<file path="config.mk">
export PLATFORM = sky130hd
export DESIGN_NAME = i2cw_slave
export DESIGN_NICKNAME = d
export VERILOG_FILES = /design/src/rtl/i2cw_pkg.sv /design/src/rtl/i2cw_sync.sv /design/src/rtl/i2cw_lowwatch.sv /design/src/rtl/i2cw_regs.sv /design/src/rtl/i2cw_slave.sv
export SDC_FILE = /design/constraint.sdc
export NUM_CORES = 1
export LEC_CHECK = 0
export ABC_AREA = 1
export BUFFER_PORTS_ARGS = -buffer_cell sky130_fd_sc_hd__buf_2
export CAP_MARGIN = 20
export CELL_PAD_IN_SITES_DETAIL_PLACEMENT = 0
export CELL_PAD_IN_SITES_GLOBAL_PLACEMENT = 1
export CORE_MARGIN = 2
export CORE_UTILIZATION = 43
export CTS_CLUSTER_DIAMETER = 200
export DETAILED_ROUTE_END_ITERATION = 8
export GPL_ROUTABILITY_DRIVEN = 0
export PLACE_DENSITY = 0.88
export SLEW_MARGIN = 10
export SYNTH_ARGS = -nofsm -noshare
export SYNTH_HDL_FRONTEND = slang
export SYNTH_SLANG_ARGS = --single-unit
</file>
<file path="constraint.sdc">
create_clock -name clk -period 4.4 [get_ports clk]
set_input_delay 0.44 -clock clk [delete_from_list [all_inputs] [get_ports clk]]
set_output_delay 0.44 -clock clk [all_outputs]
set_load 0.02 [all_outputs]
</file>
<file path="src/rtl/i2cw_pkg.sv">
package i2cw_pkg;
  localparam int BYTE_W = 8;
  localparam int WORD_W = 2 * BYTE_W;
  localparam int CNT_W  = $clog2(BYTE_W + 1);
  localparam logic [BYTE_W-1:0] CONF_CMD = 8'h00;

  typedef enum logic [3:0] {
    ST_IDLE, ST_ADDR, ST_ADDR_ACK, ST_CMD, ST_CMD_ACK,
    ST_WLO, ST_WLO_ACK, ST_WHI, ST_WHI_ACK,
    ST_RLO, ST_RLO_MACK, ST_RHI, ST_RHI_MACK, ST_SKIP
  } bus_st_t;
endpackage

</file>
<file path="src/rtl/i2cw_sync.sv">
module i2cw_sync #(
  parameter int W      = 2,
  parameter int STAGES = 2
) (
  input  logic         clk,
  input  logic         rst,
  input  logic [W-1:0] d,
  output logic [W-1:0] q
);
  logic [W-1:0] pipe [STAGES];

  always_ff @(posedge clk) begin
    if (rst) begin
      for (int s = 0; s < STAGES; s++) pipe[s] <= '1;
    end else begin
      pipe[0] <= d;
      for (int s = 1; s < STAGES; s++) pipe[s] <= pipe[s-1];
    end
  end

  assign q = pipe[STAGES-1];
endmodule

</file>
<file path="src/rtl/i2cw_lowwatch.sv">
module i2cw_lowwatch #(
  parameter int LIMIT = 750000
) (
  input  logic clk,
  input  logic rst,
  input  logic scl_s,
  input  logic sda_s,
  output logic expire
);
  localparam int CW = $clog2(LIMIT + 1);
  logic [CW-1:0] cnt;

  always_ff @(posedge clk) begin
    if (rst) begin
      cnt    <= '0;
      expire <= 1'b0;
    end else begin
      expire <= 1'b0;
      if (scl_s && sda_s) begin
        cnt <= '0;
      end else if (cnt != CW'(LIMIT)) begin
        cnt <= cnt + 1'b1;
        if (cnt == CW'(LIMIT - 1)) expire <= 1'b1;
      end
    end
  end
endmodule

</file>
<file path="src/rtl/i2cw_regs.sv">
module i2cw_regs import i2cw_pkg::*; #(
  parameter int                NUM_RES  = 4,
  parameter int                RES_BASE = 8,
  parameter logic [WORD_W-1:0] WMASK    = 16'h0077
) (
  input  logic                      clk,
  input  logic                      rst,
  input  logic                      wr_en,
  input  logic [BYTE_W-1:0]         wr_ptr,
  input  logic [WORD_W-1:0]         wr_data,
  input  logic [BYTE_W-1:0]         rd_ptr,
  input  logic [NUM_RES*WORD_W-1:0] res_in,
  output logic [WORD_W-1:0]         conf_q,
  output logic [WORD_W-1:0]         rd_q
);
  logic [WORD_W-1:0] rd_mux;

  always_ff @(posedge clk) begin
    if (rst) conf_q <= '0;
    else if (wr_en && wr_ptr == CONF_CMD) conf_q <= wr_data & WMASK;
  end

  always_comb begin
    rd_mux = '0;
    if (rd_ptr == CONF_CMD) rd_mux = conf_q;
    for (int i = 0; i < NUM_RES; i++)
      if (rd_ptr == BYTE_W'(RES_BASE + i)) rd_mux = res_in[i*WORD_W +: WORD_W];
  end

  always_ff @(posedge clk) begin
    if (rst) rd_q <= '0;
    else     rd_q <= rd_mux;
  end
endmodule

</file>
<file path="src/rtl/i2cw_slave.sv">
module i2cw_slave import i2cw_pkg::*; #(
  parameter logic [6:0]        SLV_ADDR    = 7'h10,
  parameter int                NUM_RES     = 4,
  parameter int                RES_BASE    = 8,
  parameter logic [WORD_W-1:0] WMASK       = 16'h0077,
  parameter int                TIMEOUT_CYC = 750000,
  parameter int                SYNC_STAGES = 2
) (
  input  logic                      clk,
  input  logic                      rst,
  input  logic                      scl_i,
  input  logic                      sda_i,
  output logic                      sda_oe,
  input  logic [NUM_RES*WORD_W-1:0] res_in,
  output logic [WORD_W-1:0]         conf_q
);
  logic [1:0] lines_s;
  logic scl_s, sda_s, scl_p, sda_p;
  logic scl_rise, scl_fall, start_c, stop_c, tmo;

  bus_st_t           st;
  logic [CNT_W-1:0]  bcnt;
  logic [BYTE_W-1:0] sr, ptr, lo_byte, txsr, hi_hold;
  logic              cmd_seen, rd_dir, mack;
  logic              wr_en;
  logic [WORD_W-1:0] wr_data, rd_q;

  i2cw_sync #(.W(2), .STAGES(SYNC_STAGES)) u_sync (
    .clk(clk), .rst(rst), .d({scl_i, sda_i}), .q(lines_s));

  assign scl_s = lines_s[1];
  assign sda_s = lines_s[0];

  i2cw_lowwatch #(.LIMIT(TIMEOUT_CYC)) u_watch (
    .clk(clk), .rst(rst), .scl_s(scl_s), .sda_s(sda_s), .expire(tmo));

  i2cw_regs #(.NUM_RES(NUM_RES), .RES_BASE(RES_BASE), .WMASK(WMASK)) u_regs (
    .clk(clk), .rst(rst), .wr_en(wr_en), .wr_ptr(ptr), .wr_data(wr_data),
    .rd_ptr(ptr), .res_in(res_in), .conf_q(conf_q), .rd_q(rd_q));

  always_ff @(posedge clk) begin
    if (rst) begin
      scl_p <= 1'b1;
      sda_p <= 1'b1;
    end else begin
      scl_p <= scl_s;
      sda_p <= sda_s;
    end
  end

  assign scl_rise = scl_s & ~scl_p;
  assign scl_fall = ~scl_s & scl_p;
  assign start_c  = scl_s & scl_p & sda_p & ~sda_s;
  assign stop_c   = scl_s & scl_p & ~sda_p & sda_s;

  always_ff @(posedge clk) begin
    if (rst) begin
      st <= ST_IDLE;  bcnt <= '0;  sr <= '0;  sda_oe <= 1'b0;
      ptr <= '0;  lo_byte <= '0;  txsr <= '0;  hi_hold <= '0;
      cmd_seen <= 1'b0;  rd_dir <= 1'b0;  mack <= 1'b0;
      wr_en <= 1'b0;  wr_data <= '0;
    end else begin
      wr_en <= 1'b0;
      if (tmo || stop_c) begin
        st <= ST_IDLE;  sda_oe <= 1'b0;  cmd_seen <= 1'b0;
      end else if (start_c) begin
        st <= ST_ADDR;  bcnt <= '0;  sda_oe <= 1'b0;
      end else begin
        case (st)
          ST_ADDR, ST_CMD, ST_WLO, ST_WHI: begin
            if (scl_rise) begin
              sr   <= {sr[BYTE_W-2:0], sda_s};
              bcnt <= bcnt + 1'b1;
            end else if (scl_fall && bcnt == CNT_W'(BYTE_W)) begin
              sda_oe <= 1'b1;
              case (st)
                ST_ADDR: begin
                  if (sr[BYTE_W-1:1] == SLV_ADDR && (!sr[0] || cmd_seen)) begin
                    rd_dir <= sr[0];
                    st     <= ST_ADDR_ACK;
                  end else begin
                    sda_oe <= 1'b0;
                    st     <= ST_SKIP;
                  end
                end
                ST_CMD: begin
                  ptr <= sr;  cmd_seen <= 1'b1;  st <= ST_CMD_ACK;
                end
                ST_WLO: begin
                  lo_byte <= sr;  st <= ST_WLO_ACK;
                end
                default: begin
                  wr_en <= 1'b1;  wr_data <= {sr, lo_byte};  st <= ST_WHI_ACK;
                end
              endcase
            end
          end
          ST_ADDR_ACK, ST_CMD_ACK, ST_WLO_ACK, ST_WHI_ACK: begin
            if (scl_fall) begin
              sda_oe <= 1'b0;
              bcnt   <= '0;
              case (st)
                ST_ADDR_ACK: begin
                  if (rd_dir) begin
                    txsr    <= rd_q[BYTE_W-1:0];
                    hi_hold <= rd_q[WORD_W-1:BYTE_W];
                    sda_oe  <= ~rd_q[BYTE_W-1];
                    bcnt    <= CNT_W'(1);
                    st      <= ST_RLO;
                  end else begin
                    st <= ST_CMD;
                  end
                end
                ST_CMD_ACK: st <= ST_WLO;
                ST_WLO_ACK: st <= ST_WHI;
                default:    st <= ST_SKIP;
              endcase
            end
          end
          ST_RLO, ST_RHI: begin
            if (scl_fall) begin
              if (bcnt == CNT_W'(BYTE_W)) begin
                sda_oe <= 1'b0;
                st     <= (st == ST_RLO) ? ST_RLO_MACK : ST_RHI_MACK;
              end else begin
                sda_oe <= ~txsr[BYTE_W-2];
                txsr   <= txsr << 1;
                bcnt   <= bcnt + 1'b1;
              end
            end
          end
          ST_RLO_MACK: begin
            if (scl_rise) begin
              mack <= ~sda_s;
            end else if (scl_fall) begin
              if (mack) begin
                txsr   <= hi_hold;
                sda_oe <= ~hi_hold[BYTE_W-1];
                bcnt   <= CNT_W'(1);
                st     <= ST_RHI;
              end else begin
                st <= ST_SKIP;
              end
            end
          end
          ST_RHI_MACK: if (scl_fall) st <= ST_SKIP;
          default: ;
        endcase
      end
    end
  end
endmodule

</file>
==> results.py, run 1 <==
metrics = {
    "clocking": {
        "cts_tree": "yes",
        "clk_pin_slew_ps": 70,
        "clock-sinks": 105,
        "clock_latency_ps": 350,
        "cts_made_buffers": 9,
        "h-tree-depth": 3,
        "ctsRootBufferMaster": "clkbuf_16",
        "post_cts_buffers": 0,
        "cts.path.max_buffers": 2,
        "cts.repair.resized": 0,
        "cts_hold_buf": 0,
    },
    "critical_path": {
        "startpoint_type": "flip-flop",
        "worst_ep_required_time_ps": 4650,
        "crit_chain": "inv_2 > o211ai_1 > nand2_1 > nand2_1 > inv_1 > nor2_1 > nand2_1 > a21oi_1 > nor2_1",
        "path_max_fanout": 15,
        "cp_slowest_stage_delay_ps": 670,
        "critPathArrivalTime_ps": 2290,
        "timing.critical_path.buf_inv": 2,
        "crit_top_cell": "nand2_1",
        "crit_type": "reg -> reg",
        "crit_slowest_cell": "dfxtp_1",
        "end_kind": "flip-flop",
        "critPathTopFamily": "simple AND/OR/NAND/NOR gates",
    },
    "floorplanning": {
        "die_h_microns": 114,
        "dieArea_sq_um": 13100,
        "num_io_pins": 85,
        "fp.dieW_microns": 114,
        "rows": 40,
        "coreArea_sq_um": 12000,
        "start_util_pct": 43.9,
    },
    "logic_synthesis": {
        "syn_area_per_cell_sq_um": 6.94,
        "syn-instance-count": 756,
        "yosys_warnings": 0,
        "synth_sequential_area_ratio_pct": 40.0,
        "syn_area_sq_um": 5250,
        "ys_ff_latch": 105,
        "yosys.cell_types.count": 41,
    },
    "global_routing": {
        "grt_usage_pct": 20.8,
        "grt_pass1_vias": 4677,
        "antenna_found_initial": 0,
        "overflow": 0,
        "grt_pass1_wl_microns": 21900,
        "grt_max_degree": 50,
    },
    "layout": {
        "fin_area_sq_um": 5950,
        "n_fill_cell": 1215,
        "diodes": 0,
        "final_common_cell": "nand2_1",
        "nets": 889,
        "layout_common_cells": "129 x nand2_1, 113 x nor2_1, 105 x dfxtp_1",
        "drive_gt1_share_pct": 15.5,
        "layoutNonFillerInstCount": 969,
        "syn2layout_area_growth_pct": 13.4,
    },
    "routing": {
        "vias": 5088,
        "vias_per_cell": 5.25,
        "drtAntennaViolNets": 0,
        "drt_iter0_markers": 354,
        "drt_pass1_iterations": 5,
        "drt_wl_total_microns": 13200,
        "wl_per_cell_microns": 13.6,
        "drc": 0,
    },
    "timing": {
        "slew_viol_final": 0,
        "finalCritPeriodShare_pct": 46.4,
        "fin_crit_ps": 2040,
        "hold_viol": 0,
        "setup_viol": 0,
        "worst_pin_slew_ps": 943,
        "max_freq_mhz": 489,
        "setup_tns_ps": 0,
        "skew_ps": 8.99,
        "slew_headroom_pct": 36.8,
        "rsz0062_at_grt": "false",
    },
    "place": {
        "place.port_buffers": 74,
        "dpl_cell_area_sq_um": 5640,
        "hpwl_microns": 9920,
        "placedCellCount": 952,
    },
    "outcome": {
        "status": "completed",
    },
    "hold_path": {
        "holdCritPathClass": "in -> reg",
    },
    "power": {
        "leakage_nw": 2.48,
        "power_density_nw_per_um2": 401,
        "ir_drop_uv": 191,
    },
    "flow_run": {
        "maxCapViolations": 0,
    },
}
cell usage after synthesis (all sizes together):
master  instances  area [sq um]
nand2         133           514
nor2          121           494
dfxtp         105          2100
nand3          88           450
inv            79           299
a21oi          63           315
o21ai          55           275
buf            26           175
nor3           14           108
a41oi          11          96.3
nand4          11          68.8
clkbuf         10          37.5
or2             9          56.3
a211oi          6          45.0
xor2            5          43.8
ha              4          50.1
o211ai          4          30.0
nor4            3          25.0
nand3b          2          15.0
a21boi          1          7.51
and2            1          6.26
and3            1          6.26
conb            1          3.75
o21a            1          7.51
o21bai          1          7.51
o221ai          1          8.76
state kept, by name, indices dropped and copies added (netlist names), 4 cells and up:
| register | count |
|---|---|
| st | 4 |
| u_regs.conf_q | 6 |
| lo_byte | 6 |
| wr_data | 6 |
| hi_hold | 8 |
| ptr | 8 |
| u_watch.cnt | 20 |
| txsr | 7 |
| bcnt | 4 |
| u_regs.rd_q | 16 |
| sr | 8 |
| u_sync.pipe | 4 |
layer usage:
metal / wire, microns / GRT usage, % / vias up
met5: 0 / 0 / -
met2: 5980 / 31.9 / 146
li1: - / - / 2609
met1: 6080 / 27.9 / 2301
met4: 315 / 6.83 / 0
met3: 783 / 6.19 / 32
where the power goes:
group          internal, mW  total [mW]  switching [mW]
clock                 0.437       0.802           0.365
combinational         0.183       0.544           0.361
sequential            0.992        1.04          0.0498
kinds of logic after synthesis:
logic type      share of synthesized area, %
flops                                   40.0
xor+xnor                               0.834
compound gates                          15.1
buf+inv                                 9.75
other cells                           0.0714
simple gates                            33.2
fa+ha+maj                              0.954
final timing paths:
path                                   startpoint           endpoint  depth (start not counted)  slack [ps]
worst max-delay path                        st[0]            bcnt[0]                          9        2360
worst min-delay path                        scl_i  u_sync.pipe[0][1]                          2         270
worst max register to register              st[0]            bcnt[0]                          9        2360
worst min register to register  u_sync.pipe[0][1]  u_sync.pipe[0][3]                          1         420
stage by stage:
step | hold slack, ps | total power, mW | util (%) | worst slack [ps]
floorplan | 389 | 1.50 | - | 2860
global placement | 398 | 1.60 | 47.1 | 2420
detailed placement | 401 | 1.60 | 47.1 | 2380
CTS | 251 | 2.40 | 49.7 | 2380
global route | 262 | 2.54 | 49.7 | 2110
finish | 267 | 2.39 | 49.7 | 2360
final cells by class:
type | count | area, sq um | share of cell area [%]
clock buffer | 12 | 267 | 4.48
tap | 147 | 184 | 3.09
sequential | 105 | 2100 | 35.3
inverter | 79 | 299 | 5.03
clock inverter | 4 | 33.8 | 0.568
multi-input combinational | 545 | 2670 | 44.8
timing repair buffer | 77 | 397 | 6.67
Note: power is estimated with default switching activity, not from simulation.
==> inputs of run 2 (changes only) <==
- CORE_UTILIZATION: 43 -> 36
- PLACE_DENSITY: 0.88 -> 0.79
- clock period: 4.4 -> 1.8 ns (I/O delays scaled with it)
==> results.py, run 2 (synthesis results as in run 1) <==
metrics = {
    "outcome": {
        "status": "completed",
    },
    "power": {
        "power_density_nw_per_um2": 953,
        "leakage_nw": 2.61,
        "ir_drop_uv": 438,
    },
    "layout": {
        "top_register": "u_watch.cnt",
        "syn2layout_area_growth_pct": 19.1,
        "drive_gt1_share_pct": 19.2,
        "layoutNonFillerInstCount": 1032,
        "nets": 915,
        "largest_reg_flops": 20,
        "reg.largest.list": "u_watch.cnt (20), u_regs.rd_q (16)",
        "diodes": 0,
        "layout_common_cells": "126 x nand2_1, 112 x nor2_1, 101 x dfxtp_1",
        "final_common_cell": "nand2_1",
    },
    "global_routing": {
        "grt_pass1_wl_microns": 22600,
        "antenna_found_initial": 0,
        "grt_usage_pct": 17.6,
        "grt_pass1_vias": 4642,
        "overflow": 0,
        "grt_max_degree": 39,
    },
    "critical_path": {
        "critPathArrivalTime_ps": 1880,
        "worst_ep_required_time_ps": 2040,
        "path_max_fanout": 6,
        "end_kind": "flip-flop",
        "startpoint_type": "flip-flop",
        "crit_type": "reg -> reg",
    },
    "routing": {
        "vias": 5087,
        "drtAntennaViolNets": 0,
        "drt_pass1_iterations": 5,
        "drt_iter0_markers": 252,
        "drc": 0,
        "wl_per_cell_microns": 13.2,
        "drt_wl_total_microns": 13600,
        "vias_per_cell": 4.93,
    },
    "floorplanning": {
        "die_h_microns": 125,
        "fp.dieW_microns": 125,
        "coreArea_sq_um": 14400,
        "start_util_pct": 36.5,
        "num_io_pins": 85,
        "rows": 44,
        "dieArea_sq_um": 15600,
    },
    "clocking": {
        "cts_tree": "yes",
        "clk_pin_slew_ps": 70,
        "cts.path.max_buffers": 2,
        "ctsRootBufferMaster": "clkbuf_16",
        "cts_hold_buf": 0,
        "cts_made_buffers": 9,
        "clock-sinks": 105,
        "clock_latency_ps": 350,
        "h-tree-depth": 3,
        "post_cts_buffers": 0,
    },
    "place": {
        "placedCellCount": 1015,
        "post-place-ws_ps": 35.3,
        "place.port_buffers": 74,
        "hpwl_microns": 10300,
    },
    "timing": {
        "hold_viol": 0,
        "fin_crit_ps": 1640,
        "slew_viol_final": 0,
        "skew_ps": 8.25,
        "fin_ws_ps": 156,
        "finalCritPeriodShare_pct": 91.3,
        "max_freq_mhz": 608,
        "setup_viol": 0,
        "rsz0062_at_grt": "true",
    },
    "hold_path": {
        "holdCritPathClass": "in -> reg",
    },
    "flow_run": {
        "maxCapViolations": 0,
    },
}
-- run 2: cell count changes in the layout (fill, tap and decap cells not counted), sizes merged --
cell      previous run  this run
buf                 77       102
clkinvlp             0         2
inv                 81        79
clkbuf              12        13
clkinv               2         1
nor2               121       122
-- run 2: metrics by stage --
| step | hold slack (ps) | setup TNS, ps | total power [mW] | instance area, sq um | utilization (%) |
|---|---|---|---|---|---|
| after floorplan | 284 | 0 | 3.66 | 5280 | - |
| after global placement | 391 | 0 | 4.01 | 5890 | 41.0 |
| after detailed placement | 394 | 0 | 3.99 | 5890 | 41.0 |
| after CTS | 29.6 | 0 | 5.90 | 6190 | 43.1 |
| after global routing | 24.5 | -6.36 | 6.33 | 6250 | 43.5 |
| final | 34.6 | 0 | 5.96 | 6250 | 43.5 |
-- run 2: repair_timing --
action / CTS / global route
setup endpoints to repair: 0 / 36
endpoints found under the hold margin: 0 / 0
gates resized for setup: 0 / 17
-- run 2: power breakdown --
part / leakage (nW) / internal (mW) / total [mW] / switching (mW)
registers: 0.851 / 2.43 / 2.53 / 0.102
clock network: 0.138 / 1.06 / 1.91 / 0.858
logic: 1.63 / 0.538 / 1.51 / 0.973
total: 2.61 / 4.02 / 5.96 / 1.93
-- run 2: path summary, 6_finish.rpt --
kind                     startpoint                end  slack [ps]  cells past startpoint
setup reg to reg              st[3]            txsr[0]         160                      9
setup / recovery              st[3]            txsr[0]         160                      9
hold reg to reg   u_sync.pipe[0][1]  u_sync.pipe[0][3]         410                      1
hold / removal                scl_i  u_sync.pipe[0][1]          30                      2
-- run 2: routing by layer --
layer  global-route usage (%)  share of wire, %  vias up
met1                     25.9                51     2308
li1                         -                 -     2658
met3                     2.79               3.8       22
met2                     26.2                43       99
met4                     6.08               1.9        0
met5                        0                 0        -
-- run 2: cell type report --
| class | instances | area [sq um] |
|---|---|---|
| Clock inverter | 3 | 23.8 |
| Timing Repair Buffer | 102 | 597 |
| Clock buffer | 13 | 270 |
| Multi-Input combinational cell | 546 | 2720 |
| Fill cell | 1520 | 8120 |
| Inverter | 79 | 302 |
| Tap cell | 184 | 230 |
| Sequential cell | 105 | 2110 |
-- run 2: critical path: stages (launching register included) --
cell and delay [ps]:
dfxtp_2 410, inv_4 70, nor2_2 190, nand2_1 120
nand3_2 130, nand2_1 90, nand3_1 200, nor2_2 110
o21ai_0 160, nor2_1 60
